--- src/rtl/hzd_pkg.sv ---
package hzd_pkg;

  // Front-end action chosen for the current cycle.
  typedef enum logic [1:0] {
    ACT_RUN   = 2'd0,
    ACT_STALL = 2'd1,
    ACT_FLUSH = 2'd2
  } fe_act_e;

  // Control bundle produced for one action.
  typedef struct packed {
    logic pc_we;
    logic ifid_we;
    logic ctrl_zero;
    logic flush;
  } fe_ctl_t;

  function automatic fe_ctl_t act_to_ctl(input fe_act_e act);
    fe_ctl_t c;
    c.pc_we     = 1'b1;
    c.ifid_we   = 1'b1;
    c.ctrl_zero = 1'b0;
    c.flush     = 1'b0;
    case (act)
      ACT_STALL: begin
        c.pc_we     = 1'b0;
        c.ifid_we   = 1'b0;
        c.ctrl_zero = 1'b1;
      end
      ACT_FLUSH: c.flush = 1'b1;
      default:   ;
    endcase
    return c;
  endfunction

endpackage

--- src/rtl/lu_detect.sv ---
module lu_detect #(
  parameter int REG_W = 5
) (
  input  logic             clk,
  input  logic             rst_n,
  input  logic             mem_rd,
  input  logic [REG_W-1:0] dst,
  input  logic [REG_W-1:0] src_a,
  input  logic [REG_W-1:0] src_b,
  output logic             hit_a,
  output logic             hit_b,
  output logic             hazard
);
  localparam logic [REG_W-1:0] ZERO_REG = {REG_W{1'b1}};

  // A load to the hard-wired zero register produces nothing to wait for.
  function automatic logic dep(input logic rd, input logic [REG_W-1:0] d,
                               input logic [REG_W-1:0] s);
    return rd && (d != ZERO_REG) && (d == s);
  endfunction

  logic dst_live;
  assign dst_live = mem_rd && (dst != ZERO_REG);
  assign hit_a    = dep(mem_rd, dst, src_a);
  assign hit_b    = dep(mem_rd, dst, src_b);
  assign hazard   = hit_a | hit_b;

  p_zero_reg_quiet_r3: assert property (@(posedge clk) disable iff (!rst_n)
    (dst == ZERO_REG) |-> !hazard);
  p_no_load_quiet_r4: assert property (@(posedge clk) disable iff (!rst_n)
    !mem_rd |-> (!hit_a && !hit_b));
  p_hit_needs_live_r1: assert property (@(posedge clk) disable iff (!rst_n)
    hazard |-> dst_live);

endmodule

--- src/rtl/fe_arbiter.sv ---
module fe_arbiter
  import hzd_pkg::*;
(
  input  logic    clk,
  input  logic    rst_n,
  input  logic    hazard,
  input  logic    taken,
  output fe_act_e act
);
  // Stall outranks flush: the branch operands may depend on the load.
  always_comb begin
    if (hazard)     act = ACT_STALL;
    else if (taken) act = ACT_FLUSH;
    else            act = ACT_RUN;
  end

  p_stall_wins_r8: assert property (@(posedge clk) disable iff (!rst_n)
    hazard |-> (act == ACT_STALL));
  p_flush_only_taken_r6: assert property (@(posedge clk) disable iff (!rst_n)
    (act == ACT_FLUSH) |-> taken);

endmodule

--- src/rtl/hzd_ctrl.sv ---
module hzd_ctrl
  import hzd_pkg::*;
#(
  parameter int REG_W = 5
) (
  input  logic             clk,
  input  logic             rst_n,
  input  logic             ex_mem_rd_en,
  input  logic [REG_W-1:0] ex_dst,
  input  logic [REG_W-1:0] dec_src_a,
  input  logic [REG_W-1:0] dec_src_b,
  input  logic             br_taken_id,
  output logic             pc_we,
  output logic             ifid_we,
  output logic             idex_ctrl_zero,
  output logic             if_flush
);
  logic    hit_a;
  logic    hit_b;
  logic    hazard;
  fe_act_e act;
  fe_ctl_t ctl;

  lu_detect #(.REG_W(REG_W)) u_det (
    .clk    (clk),
    .rst_n  (rst_n),
    .mem_rd (ex_mem_rd_en),
    .dst    (ex_dst),
    .src_a  (dec_src_a),
    .src_b  (dec_src_b),
    .hit_a  (hit_a),
    .hit_b  (hit_b),
    .hazard (hazard)
  );

  fe_arbiter u_arb (
    .clk    (clk),
    .rst_n  (rst_n),
    .hazard (hazard),
    .taken  (br_taken_id),
    .act    (act)
  );

  assign ctl            = act_to_ctl(act);
  assign pc_we          = ctl.pc_we;
  assign ifid_we        = ctl.ifid_we;
  assign idex_ctrl_zero = ctl.ctrl_zero;
  assign if_flush       = ctl.flush;

  p_stall_freezes_r2: assert property (@(posedge clk) disable iff (!rst_n)
    idex_ctrl_zero |-> (!pc_we && !ifid_we));
  p_hit_stalls_r1: assert property (@(posedge clk) disable iff (!rst_n)
    (hit_a || hit_b) |-> idex_ctrl_zero);
  p_flush_keeps_fetch_r5: assert property (@(posedge clk) disable iff (!rst_n)
    if_flush |-> (pc_we && ifid_we && !idex_ctrl_zero));
  p_idle_run_r7: assert property (@(posedge clk) disable iff (!rst_n)
    (!hazard && !br_taken_id) |-> (pc_we && ifid_we && !if_flush && !idex_ctrl_zero));
  p_one_action_r8: assert property (@(posedge clk) disable iff (!rst_n)
    $onehot0({idex_ctrl_zero, if_flush}));

endmodule

--- config.mk ---
export PLATFORM = sky130hd
export DESIGN_NAME = hzd_ctrl
export DESIGN_NICKNAME = d
export VERILOG_FILES = /design/src/rtl/hzd_pkg.sv /design/src/rtl/lu_detect.sv /design/src/rtl/fe_arbiter.sv /design/src/rtl/hzd_ctrl.sv
export SDC_FILE = /design/constraint.sdc
export NUM_CORES = 1
export LEC_CHECK = 0
export ABC_AREA = 1
export BUFFER_PORTS_ARGS = -buffer_cell sky130_fd_sc_hd__buf_2
export CORE_AREA = 2 2 39 41
export DETAILED_ROUTE_END_ITERATION = 16
export DIE_AREA = 0 0 41 43
export PLACE_DENSITY = 0.52
export SLEW_MARGIN = 20
export SYNTH_ARGS = -nofsm -noshare
export SYNTH_HDL_FRONTEND = slang
export SYNTH_SLANG_ARGS = --single-unit
--- constraint.sdc ---
create_clock -name vclk -period 0.8
set_input_delay 0.12 -clock vclk [all_inputs]
set_output_delay 0.12 -clock vclk [all_outputs]
set_load 0.1 [all_outputs]
# Word level (Yosys, flattened, before mapping)
# Cells that the tools add are included.
[totals]
ff_bits = 0
latchBits = 0
ramBits = 0
romBits = 0
input_bits = 19
wordCells = 13
mem_count = 0
[classes]
n_addsub = 0
n_mul = 0
n_div = 0
order_cmp = 0
n_eq_ne = 5
n_shift = 0
mux = 4
n_bitwise = 1
n_reduce_logical = 3
[ops]
columns = ["cell", "count"]
rows = [
  ["$eq A5 B5 Y1", 2],
  ["$ne A5 B5 Y1 const B", 1],
  ["$mux W2", 2],
  ["$logic_and A1 B1 Y1", 3],
  ["$mux W3", 1],
  ["$eq A2 B1 Y1 const B", 1],
  ["$eq A2 B2 Y1 const B", 1],
  ["$mux W1", 1],
  ["$or A1 B1 Y1", 1],
]

# Longest topological paths before layout
# Gate-level depths: netlist of run 1.
[logic_depth]
ltp_word = 7
depth_mapped = 9

# Hierarchy
# A second synthesis of run 1 with hierarchy kept.
[hier_totals]
cells_unflattened = 37
hier_area_um2 = 201.4
[by_module_without_submodules]
columns = ["mod", "n_inst", "cells_per_inst", "area_each_um2", "seq_area_each_um2"]
rows = [
  ["lu_detect", 1, 28, 157.7, 0.0],
  ["hzd_ctrl", 1, 6, 26.3, 0.0],
  ["fe_arbiter", 1, 3, 17.5, 0.0],
]

# Worst setup path after synthesis of run 1
# Ideal clock, no wire load.
[synth_path]
path_type = "input to output"
from = "input ex_dst[4]"
to = "output pc_we"
t_arrival_ns = 1.968
required_time_ns = 0.680
setup_slack_ns = -1.288
path_stages = 6
n_path_buf = 1
path_cell_list = "nand3_1 > o21a_1 > nand3_1 > nand2_2 > inv_1 > buf_4"
[synth_via]
elab_chain_len = 7
elab_cells_between_ends = 10
classes_between = "4 x eq/ne; 2 x mux; 1 x bitwise; 3 x reduce/logical"
[synth_rtl]
columns = ["item", "line_no", "source"]
rows = [
  ["start: declaration", "hzd_ctrl.sv:9", "input logic [REG_W-1:0] ex_dst,"],
  ["$ne A5 B5 Y1", "lu_detect.sv:19", "return rd && (d != ZERO_REG) && (d == s);"],
  ["$logic_and A1 B1 Y1", "-", ""],
  ["$logic_and A1 B1 Y1", "lu_detect.sv:19", ""],
  ["$or A1 B1 Y1 *", "lu_detect.sv:26", "assign hazard = hit_a | hit_b;"],
  ["$mux W2 *", "fe_arbiter.sv:12", "if (hazard) act = ACT_STALL;"],
  ["$eq A2 B1 Y1 *", "hzd_pkg.sv:24", "case (act)"],
  ["$mux W3 *", "hzd_pkg.sv:24", ""],
  ["end: declaration", "hzd_ctrl.sv:13", "output logic pc_we,"],
]
# Mark *: on every way between the ends. The rest lies on a longest branch, timed or not.

# Worst setup path after layout of run 1
[layout_path]
from = "input dec_src_a[0]"
to = "output pc_we"
[layout_via]
elab_chain_len = 6
[layout_rtl]
columns = ["item", "line_no", "source"]
rows = [
  ["start: declaration", "hzd_ctrl.sv:10", "input logic [REG_W-1:0] dec_src_a,"],
  ["$eq A5 B5 Y1", "lu_detect.sv:19", ""],
  ["$logic_and A1 B1 Y1", "lu_detect.sv:19", ""],
  ["$or A1 B1 Y1", "lu_detect.sv:26", ""],
  ["$mux W2", "fe_arbiter.sv:12", ""],
  ["$eq A2 B1 Y1", "hzd_pkg.sv:24", ""],
  ["$mux W3", "hzd_pkg.sv:24", ""],
]
# Every way passes these cells.

==> results of run 1 <==
[area by class of cell]
type / instances / area [um2]
timing repair buffer: 22 / 226
tap: 16 / 20.0
fill: 167 / 895
inverter: 11 / 45.0
multi-input combinational: 33 / 198
[per-layer routing]
layer | share of wire [%] | global-route usage [%] | wire, um | vias up
li1 | - | - | - | 170
met2 | 50 | 11.3 | 274 | 13
met1 | 38 | 8.23 | 210 | 130
met4 | 0 | 0 | 0 | 0
met5 | 0 | 0 | 0 | -
met3 | 11 | 0 | 62 | 0
[path summary, 6_finish.rpt]
| path | start | to |
|---|---|---|
| worst max-delay path | dec_src_a[0] | pc_we |
| worst min-delay path | br_taken_id | if_flush |
[cell families after synthesis]
kind of cell,Yosys count
AOI/OAI and AO/OA,1
xor gates and xnor gates,5
buffers and inverters,12
and+or+nand+nor,27
[timing repair]
item                       in CTS  in global routing
setup endpoints to repair       4                  4
hold buffers                    0                  0
pin swaps                       5                 10
resized for setup               5                 15
[power groups by stage]
stage / clock, mW / combinational, mW / sequential (mW)
2_1_floorplan: 0 / 0.132 / 0
3_3_place_gp: 0 / 0.223 / 0
3_5_place_dp: 0 / 0.225 / 0
4_1_cts: 0 / 0.234 / 0
5_1_grt: 0 / 0.278 / 0
6_report: 0 / 0.257 / 0
[worst min-delay path, stage by stage]
cell and delay (ps):
buf_2 90, inv_1 50, nor2_2 50, buf_12 150
[placed cells by master, fill, tap and decap left out]
| cell | Yosys | routed |
|---|---|---|
| nor2_2 | 1 | 3 |
| inv_1 | 11 | 5 |
| nand2_1 | 19 | 19 |
| o21a_1 | 1 | 1 |
| buf_6 | 0 | 3 |
| nand3_1 | 3 | 1 |
| buf_2 | 0 | 9 |
| clkinvlp_4 | 0 | 1 |
| nand2_8 | 0 | 1 |
| inv_2 | 0 | 5 |
| xnor2_2 | 0 | 1 |
| nor2_1 | 3 | 1 |
| buf_8 | 0 | 3 |
| xor2_1 | 3 | 3 |
| buf_12 | 0 | 4 |
| buf_4 | 1 | 3 |
| nand3_2 | 0 | 2 |
| xnor2_1 | 2 | 1 |
==> results.sh, run 1 <==
export IMPL_status="finished, violations left"
export IMPL_failed_checks="negative setup slack"
export IMPL_sw_frac_of_total_pct=51.2
export IMPL_wirelength_um=547
export IMPL_synth_mux_area_share_pct=0
export IMPL_path_cells="buf_6 -> xnor2_2 -> nand2_1 -> nor2_2 -> nand3_2 -> nand2_8 -> clkinvlp_4 -> buf_12"
export IMPL_yosys_area_top_type="nand2_1"
export IMPL_viasPerCell=3.82
export IMPL_yosysWarnings=0
export IMPL_crit_arrival_ps=1060
export IMPL_fmax_mhz=845
export IMPL_synth_area_leaders="nand2_1 (34%), inv_1 (20%), xor2_1 (12%)"
export IMPL_drc=0
export IMPL_worstMarginPinSlew_ps=173
export IMPL_dp_hpwl_um=486
export IMPL_path_max_fanout=3
export IMPL_antenna_left=0
export IMPL_nClkBuffers=0
export IMPL_setup_tns_ps=-1430
export IMPL_coreArea_um2=1380
export IMPL_instances_no_fill=82
export IMPL_setup_viol=4
export IMPL_grt_pass1_wl_um=828
export IMPL_placed_cells=82
export IMPL_yosysSeqAreaShare_pct=0
export IMPL_total_power_mw=0.257
export IMPL_worst_path_largest_cell_delay_ps=180
export IMPL_die_h_um=43
export IMPL_synth_area_um2=210
export IMPL_p_switching_mw=0.132
export IMPL_area_delta_synth_final_pct=133
export IMPL_p_seq_share_pct=0
export IMPL_grt_overflow_total=0
export IMPL_end_kind="output pin"
export IMPL_nets=87
export IMPL_finalCritPeriodShare_pct=148
export IMPL_drv_slew=0
export IMPL_hold_ws_ps=588
export IMPL_antenna_found_initial=0
export IMPL_finalWorstSetupSlack_ps=-383
export IMPL_synthAdderAreaFrac_pct=0
export IMPL_synth_xor_area_share_pct=20.8
export IMPL_place_ws_ps=-426
export IMPL_post_cts_buffers=0
export IMPL_die_w_um=41
export IMPL_pwr_share_comb_pct=100.0
export IMPL_yosysUniqueCellTypes=10
export IMPL_synth_top_family_by_area="simple AND/OR/NAND/NOR gates"
export IMPL_synthCells=45
export IMPL_hold_depth=4
export IMPL_critPathTopFamily="simple AND/OR/NAND/NOR gates"
export IMPL_antennaDiodeCount=0
export IMPL_slowest_stage="buf_12"
export IMPL_dpl_cell_area_um2=430
export IMPL_pin_count=23
export IMPL_rsz0062_at_grt="true"
export IMPL_synth_avg_cell_area_um2=4.67
export IMPL_drive_gt1_share_pct=53.0
export IMPL_portBuffers=21
export IMPL_p_leak_nw=0.272
export IMPL_cp_start_kind="primary input"
export IMPL_fp_dieArea_um2=1760
export IMPL_path_buf_inv=3
export IMPL_gp_congestion=0.556
export IMPL_fin_util_pct=35.4
export IMPL_internal_power_mw=0.125
export IMPL_synth_common_cells="nand2_1 (19), inv_1 (11), nand3_1 (3), nor2_1 (3), xor2_1 (3)"
export IMPL_pwr_share_clk_pct=0
export IMPL_seq_cell_count=0
export IMPL_min_period_ps=1180
export IMPL_drtIter0Drc=0
export IMPL_firstDrtPassIters=1
export IMPL_track_usage_pct=6.19
export IMPL_synth_simple_area_share_pct=52.4
export IMPL_p_per_area_nw_per_um2=525
export IMPL_start_util_pct=15.2
export IMPL_worst_slew_margin_rel_pct=88.4
export IMPL_register_area_um2=0
export IMPL_dr_total_vias=313
export IMPL_synth_compound_gate_area_share_pct=3.57
export IMPL_worstHoldPathType="in -> out"
export IMPL_crit_type="in -> out"
export IMPL_ir_worst_vdd_uv=123
export IMPL_finalHoldViolCount=0
export IMPL_synth_most_common_cell="nand2_1"
export IMPL_wl_per_cell_um=6.67
export IMPL_required_ps=680
export IMPL_drv_cap=0
export IMPL_netlist_area_leader_share_pct=33.9
export IMPL_cp_num_cells=8
export IMPL_grt_max_degree=5
export IMPL_rows=14
export IMPL_first_global_vias=255
export IMPL_final_area_um2=489
export IMPL_synthesis_nets=64
Power figures use the tool's default switching activity.
==> inputs of run 2 (changes only) <==
CELL_PAD_IN_SITES_DETAIL_PLACEMENT = 1   (was unset)
CELL_PAD_IN_SITES_GLOBAL_PLACEMENT = 2   (was unset)
CORE_AREA = unset   (was 2 2 39 41)
CORE_MARGIN = 2   (was unset)
CORE_UTILIZATION = 12   (was unset)
DIE_AREA = unset   (was 0 0 41 43)
GPL_TIMING_DRIVEN = 0   (was unset)
PLACE_DENSITY = 0.84   (was 0.52)
==> run 2 against run 1 <==
  * The run still ends with negative setup slack left
  * Non-clock buffer count grew 2
  * Cell area grew 10%
  * Fmax shrank 7.1%
==> results.sh, run 2 (synthesized netlist as in run 1, its figures left out) <==
export IMPL_first_global_vias=265
export IMPL_placed_cells=83
export IMPL_ir_worst_vdd_uv=133
export IMPL_coreArea_um2=1690
export IMPL_start_util_pct=12.4
export IMPL_antenna_found_initial=0
export IMPL_dr_total_vias=334
export IMPL_hold_depth=4
export IMPL_end_kind="output pin"
export IMPL_nets=89
export IMPL_grt_overflow_total=0
export IMPL_area_delta_synth_final_pct=157
export IMPL_setup_tns_ps=-1700
export IMPL_fmax_mhz=785
export IMPL_crit_path_end="pc_we"
export IMPL_dp_hpwl_um=595
export IMPL_path_max_fanout=3
export IMPL_instances_no_fill=85
export IMPL_wirelength_um=717
export IMPL_track_usage_pct=6.24
export IMPL_cts_hold_buf=0
export IMPL_drtIter0Drc=3
export IMPL_firstDrtPassIters=3
export IMPL_final_area_um2=541
export IMPL_finalWorstSetupSlack_ps=-474
export IMPL_wl_met3_um=46
export IMPL_nClkBuffers=0
export IMPL_status="finished, violations left"
export IMPL_failed_checks="negative setup slack"
export IMPL_finalCritPeriodShare_pct=159
export IMPL_highest_layer="met3"
export IMPL_p_leak_nw=0.286
export IMPL_crit_type="in -> out"
export IMPL_min_period_ps=1270
export IMPL_rsz0062_at_grt="true"
export IMPL_worstHoldPathType="in -> out"
export IMPL_required_ps=680
export IMPL_rows=15
export IMPL_drive_gt1_share_pct=61.8
export IMPL_wl_per_cell_um=8.44
export IMPL_setup_viol=4
export IMPL_wl_met1_um=247
export IMPL_mostFrequentLayoutCells="nand2_1 (18), inv_2 (7), buf_2 (7), buf_6 (7)"
export IMPL_gp_congestion=0.596
export IMPL_worstMarginPinSlew_ps=278
export IMPL_drc=0
export IMPL_antennaDiodeCount=0
export IMPL_portBuffers=21
export IMPL_p_per_area_nw_per_um2=522
export IMPL_crit_start="dec_src_a[4]"
export IMPL_register_area_um2=0
export IMPL_antenna_left=0
export IMPL_dpl_cell_area_um2=384
export IMPL_worst_slew_margin_rel_pct=81.7
export IMPL_die_h_um=45.9
export IMPL_fp_dieArea_um2=2100
export IMPL_drv_cap=0
export IMPL_wl_met2_um=422
export IMPL_crit_arrival_ps=1150
export IMPL_seq_cell_count=0
export IMPL_grt_pass1_wl_um=1060
export IMPL_cp_start_kind="primary input"
export IMPL_finalHoldViolCount=0
export IMPL_final_common_cell="nand2_1"
export IMPL_die_w_um=45.9
export IMPL_drv_slew=0
export IMPL_viasPerCell=3.93
export IMPL_grt_max_degree=5
export IMPL_pin_count=23
run 2: cell type report:
class                           instances  area (um2)
Multi-Input combinational cell         33         215
Tap cell                               17        21.3
Timing Repair Buffer                   23         234
Inverter                               11        50.0
Buffer                                  1        20.0
Fill cell                             214        1150
run 2: worst max-delay path, stage by stage:
cell        delay [ps]
buf_2              110
xor2_1             160
nor2_1             130
nand3_2            140
nand2_8            110
clkinvlp_4         100
buf_12             130
buf_12             150
run 2: repair_timing:
action / CTS / global route
gates resized for setup: 30 / 13
pin swaps: 11 / 12
endpoints found under the setup margin: 4 / 4
buffers inserted: 1 / 1
run 2: how the worst min path moves through the flow:
stage	startpoint	to	slack, ps
final	br_taken_id	if_flush	630
after global routing	br_taken_id	if_flush	640
after global placement	br_taken_id	if_flush	700
after floorplan	br_taken_id	if_flush	470
after detailed placement	br_taken_id	if_flush	700
after CTS	br_taken_id	if_flush	590
run 2: metal layers:
metal,global-route usage [%],vias to the layer above
met5,0,-
met4,0,0
met3,0.794,0
met2,11.7,9
met1,7.93,150
li1,-,175
run 2: metrics by stage:
step / utilization, % / hold slack (ps) / total power [mW] / worst slack (ps)
6_report: 32.0 / 630 / 0.282 / -474
5_1_grt: 32.0 / 636 / 0.306 / -529
2_1_floorplan: - / 474 / 0.132 / -881
3_5_place_dp: 22.7 / 703 / 0.206 / -637
4_1_cts: 28.4 / 593 / 0.255 / -483
3_3_place_gp: 22.7 / 697 / 0.201 / -620
run 2: report_power, final:
| part | leakage [nW] | switching (mW) | internal (mW) |
|---|---|---|---|
| Combinational | 0.286 | 0.143 | 0.139 |
| Clock | 0 | 0 | 0 |
| Sequential | 0 | 0 | 0 |
==> inputs of run 3 (changes only) <==
SKIP_LAST_GASP = 1   (was unset)
==> run 3 against run 2 <==
  * The run still ends with negative setup slack left
  * Critical endpoint is now if_flush
  * Routed wire length decreased by 8.2%
  * First-iteration DRC count decreased by 33%
  * Cell count unchanged
  * Hold slack got worse by 26 ps
  * Core utilization decreased by 1.6 points
==> results.sh, run 3 (synthesized netlist as in run 1, its figures left out) <==
export IMPL_p_per_area_nw_per_um2=519
export IMPL_dr_total_vias=332
export IMPL_coreArea_um2=1690
export IMPL_nets=89
export IMPL_setup_viol=4
export IMPL_cp_start_kind="primary input"
export IMPL_crit_type="in -> out"
export IMPL_wirelength_um=658
export IMPL_total_power_mw=0.267
export IMPL_antennaDiodeCount=0
export IMPL_dp_hpwl_um=595
export IMPL_worst_slew_margin_rel_pct=81.7
export IMPL_final_common_cell="nand2_1"
export IMPL_drv_slew=0
export IMPL_drtIter0Drc=2
export IMPL_gp_congestion=0.596
export IMPL_hold_depth=4
export IMPL_setup_tns_ps=-1690
export IMPL_wl_per_cell_um=7.74
export IMPL_crit_arrival_ps=1160
export IMPL_start_util_pct=12.4
export IMPL_failed_checks="negative setup slack"
export IMPL_path_max_fanout=3
export IMPL_register_area_um2=0
export IMPL_seq_cell_count=0
export IMPL_firstDrtPassIters=2
export IMPL_viasPerCell=3.91
export IMPL_drv_cap=0
export IMPL_track_usage_pct=6.16
export IMPL_area_delta_synth_final_pct=145
export IMPL_antenna_found_initial=0
export IMPL_portBuffers=21
export IMPL_grt_max_degree=5
export IMPL_end_kind="output pin"
export IMPL_required_ps=680
export IMPL_pin_count=23
export IMPL_first_global_vias=266
export IMPL_rows=15
export IMPL_finalHoldViolCount=0
export IMPL_fmax_mhz=783
export IMPL_drc=0
export IMPL_die_w_um=45.9
export IMPL_drive_gt1_share_pct=58.8
export IMPL_worstHoldPathType="in -> out"
export IMPL_finalCritPeriodShare_pct=160
export IMPL_min_period_ps=1280
export IMPL_rsz0062_at_grt="true"
export IMPL_die_h_um=45.9
export IMPL_worstHoldEndpoint="if_flush"
export IMPL_fp_dieArea_um2=2100
export IMPL_mostFrequentLayoutCells="nand2_1 (18), buf_2 (9), inv_2 (7)"
export IMPL_grt_pass1_wl_um=1040
export IMPL_ir_worst_vdd_uv=131
export IMPL_nClkBuffers=0
export IMPL_finalWorstSetupSlack_ps=-476
export IMPL_worstHoldStart="br_taken_id"
export IMPL_status="finished, violations left"
export IMPL_fin_util_pct=30.4
export IMPL_grt_overflow_total=0
export IMPL_antenna_left=0
export IMPL_p_leak_nw=0.280
export IMPL_worstMarginPinSlew_ps=277
## run 3: layer usage
metal | part of all wire, % | global-route usage (%) | up-vias | wire length [um]
met1 | 36 | 7.93 | 147 | 238
met4 | 0 | 0 | 0 | 0
met3 | 7.0 | 0.397 | 0 | 46
met5 | 0 | 0 | - | 0
li1 | - | - | 176 | -
met2 | 57 | 11.7 | 9 | 373
## run 3: final cells by class
class	count	area, um2
Buffer	1	20.0
Tap cell	17	21.3
Timing Repair Buffer	23	225
Inverter	11	50.0
Fill cell	216	1170
Multi-Input combinational cell	33	198
## run 3: where the power goes
group	switching [mW]	internal, mW	leakage [nW]	total, mW
registers	0	0	0	0
logic	0.136	0.131	0.280	0.267
clock network	0	0	0	0
## run 3: timing repair
action	4_1_cts	5_1_grt
setup buffers	1	1
gates cloned	0	0
hold endpoints to repair	0	0
hold buffers	0	0
pin swaps	11	10
gates resized for setup	27	11
endpoints found under the setup margin	4	4
## run 3: worst max path at each step
stage,from,endpoint,slack (ps),cells past startpoint
finish,ex_dst[4],if_flush,-480,8
floorplan,dec_src_a[0],pc_we,-880,7
global placement,ex_dst[0],pc_we,-620,11
detailed placement,ex_dst[0],pc_we,-640,8
global route,dec_src_a[1],pc_we,-530,11
CTS,ex_dst[0],pc_we,-490,9
## run 3: per-stage QoR
step	instances	setup WS [ps]	hold WS [ps]	instance area [um2]
after CTS	84	-486	593	470
after global placement	83	-620	697	384
after floorplan	45	-881	474	258
after detailed placement	83	-637	703	384
final	85	-476	604	514
after global routing	85	-532	613	514
## run 3: critical path: stages
cell and delay (ps):
buf_2 110, nand3_1 80, o21a_1 200, nand3_2 130
nand2_8 60, buf_4 130, nor2_2 120, buf_12 190
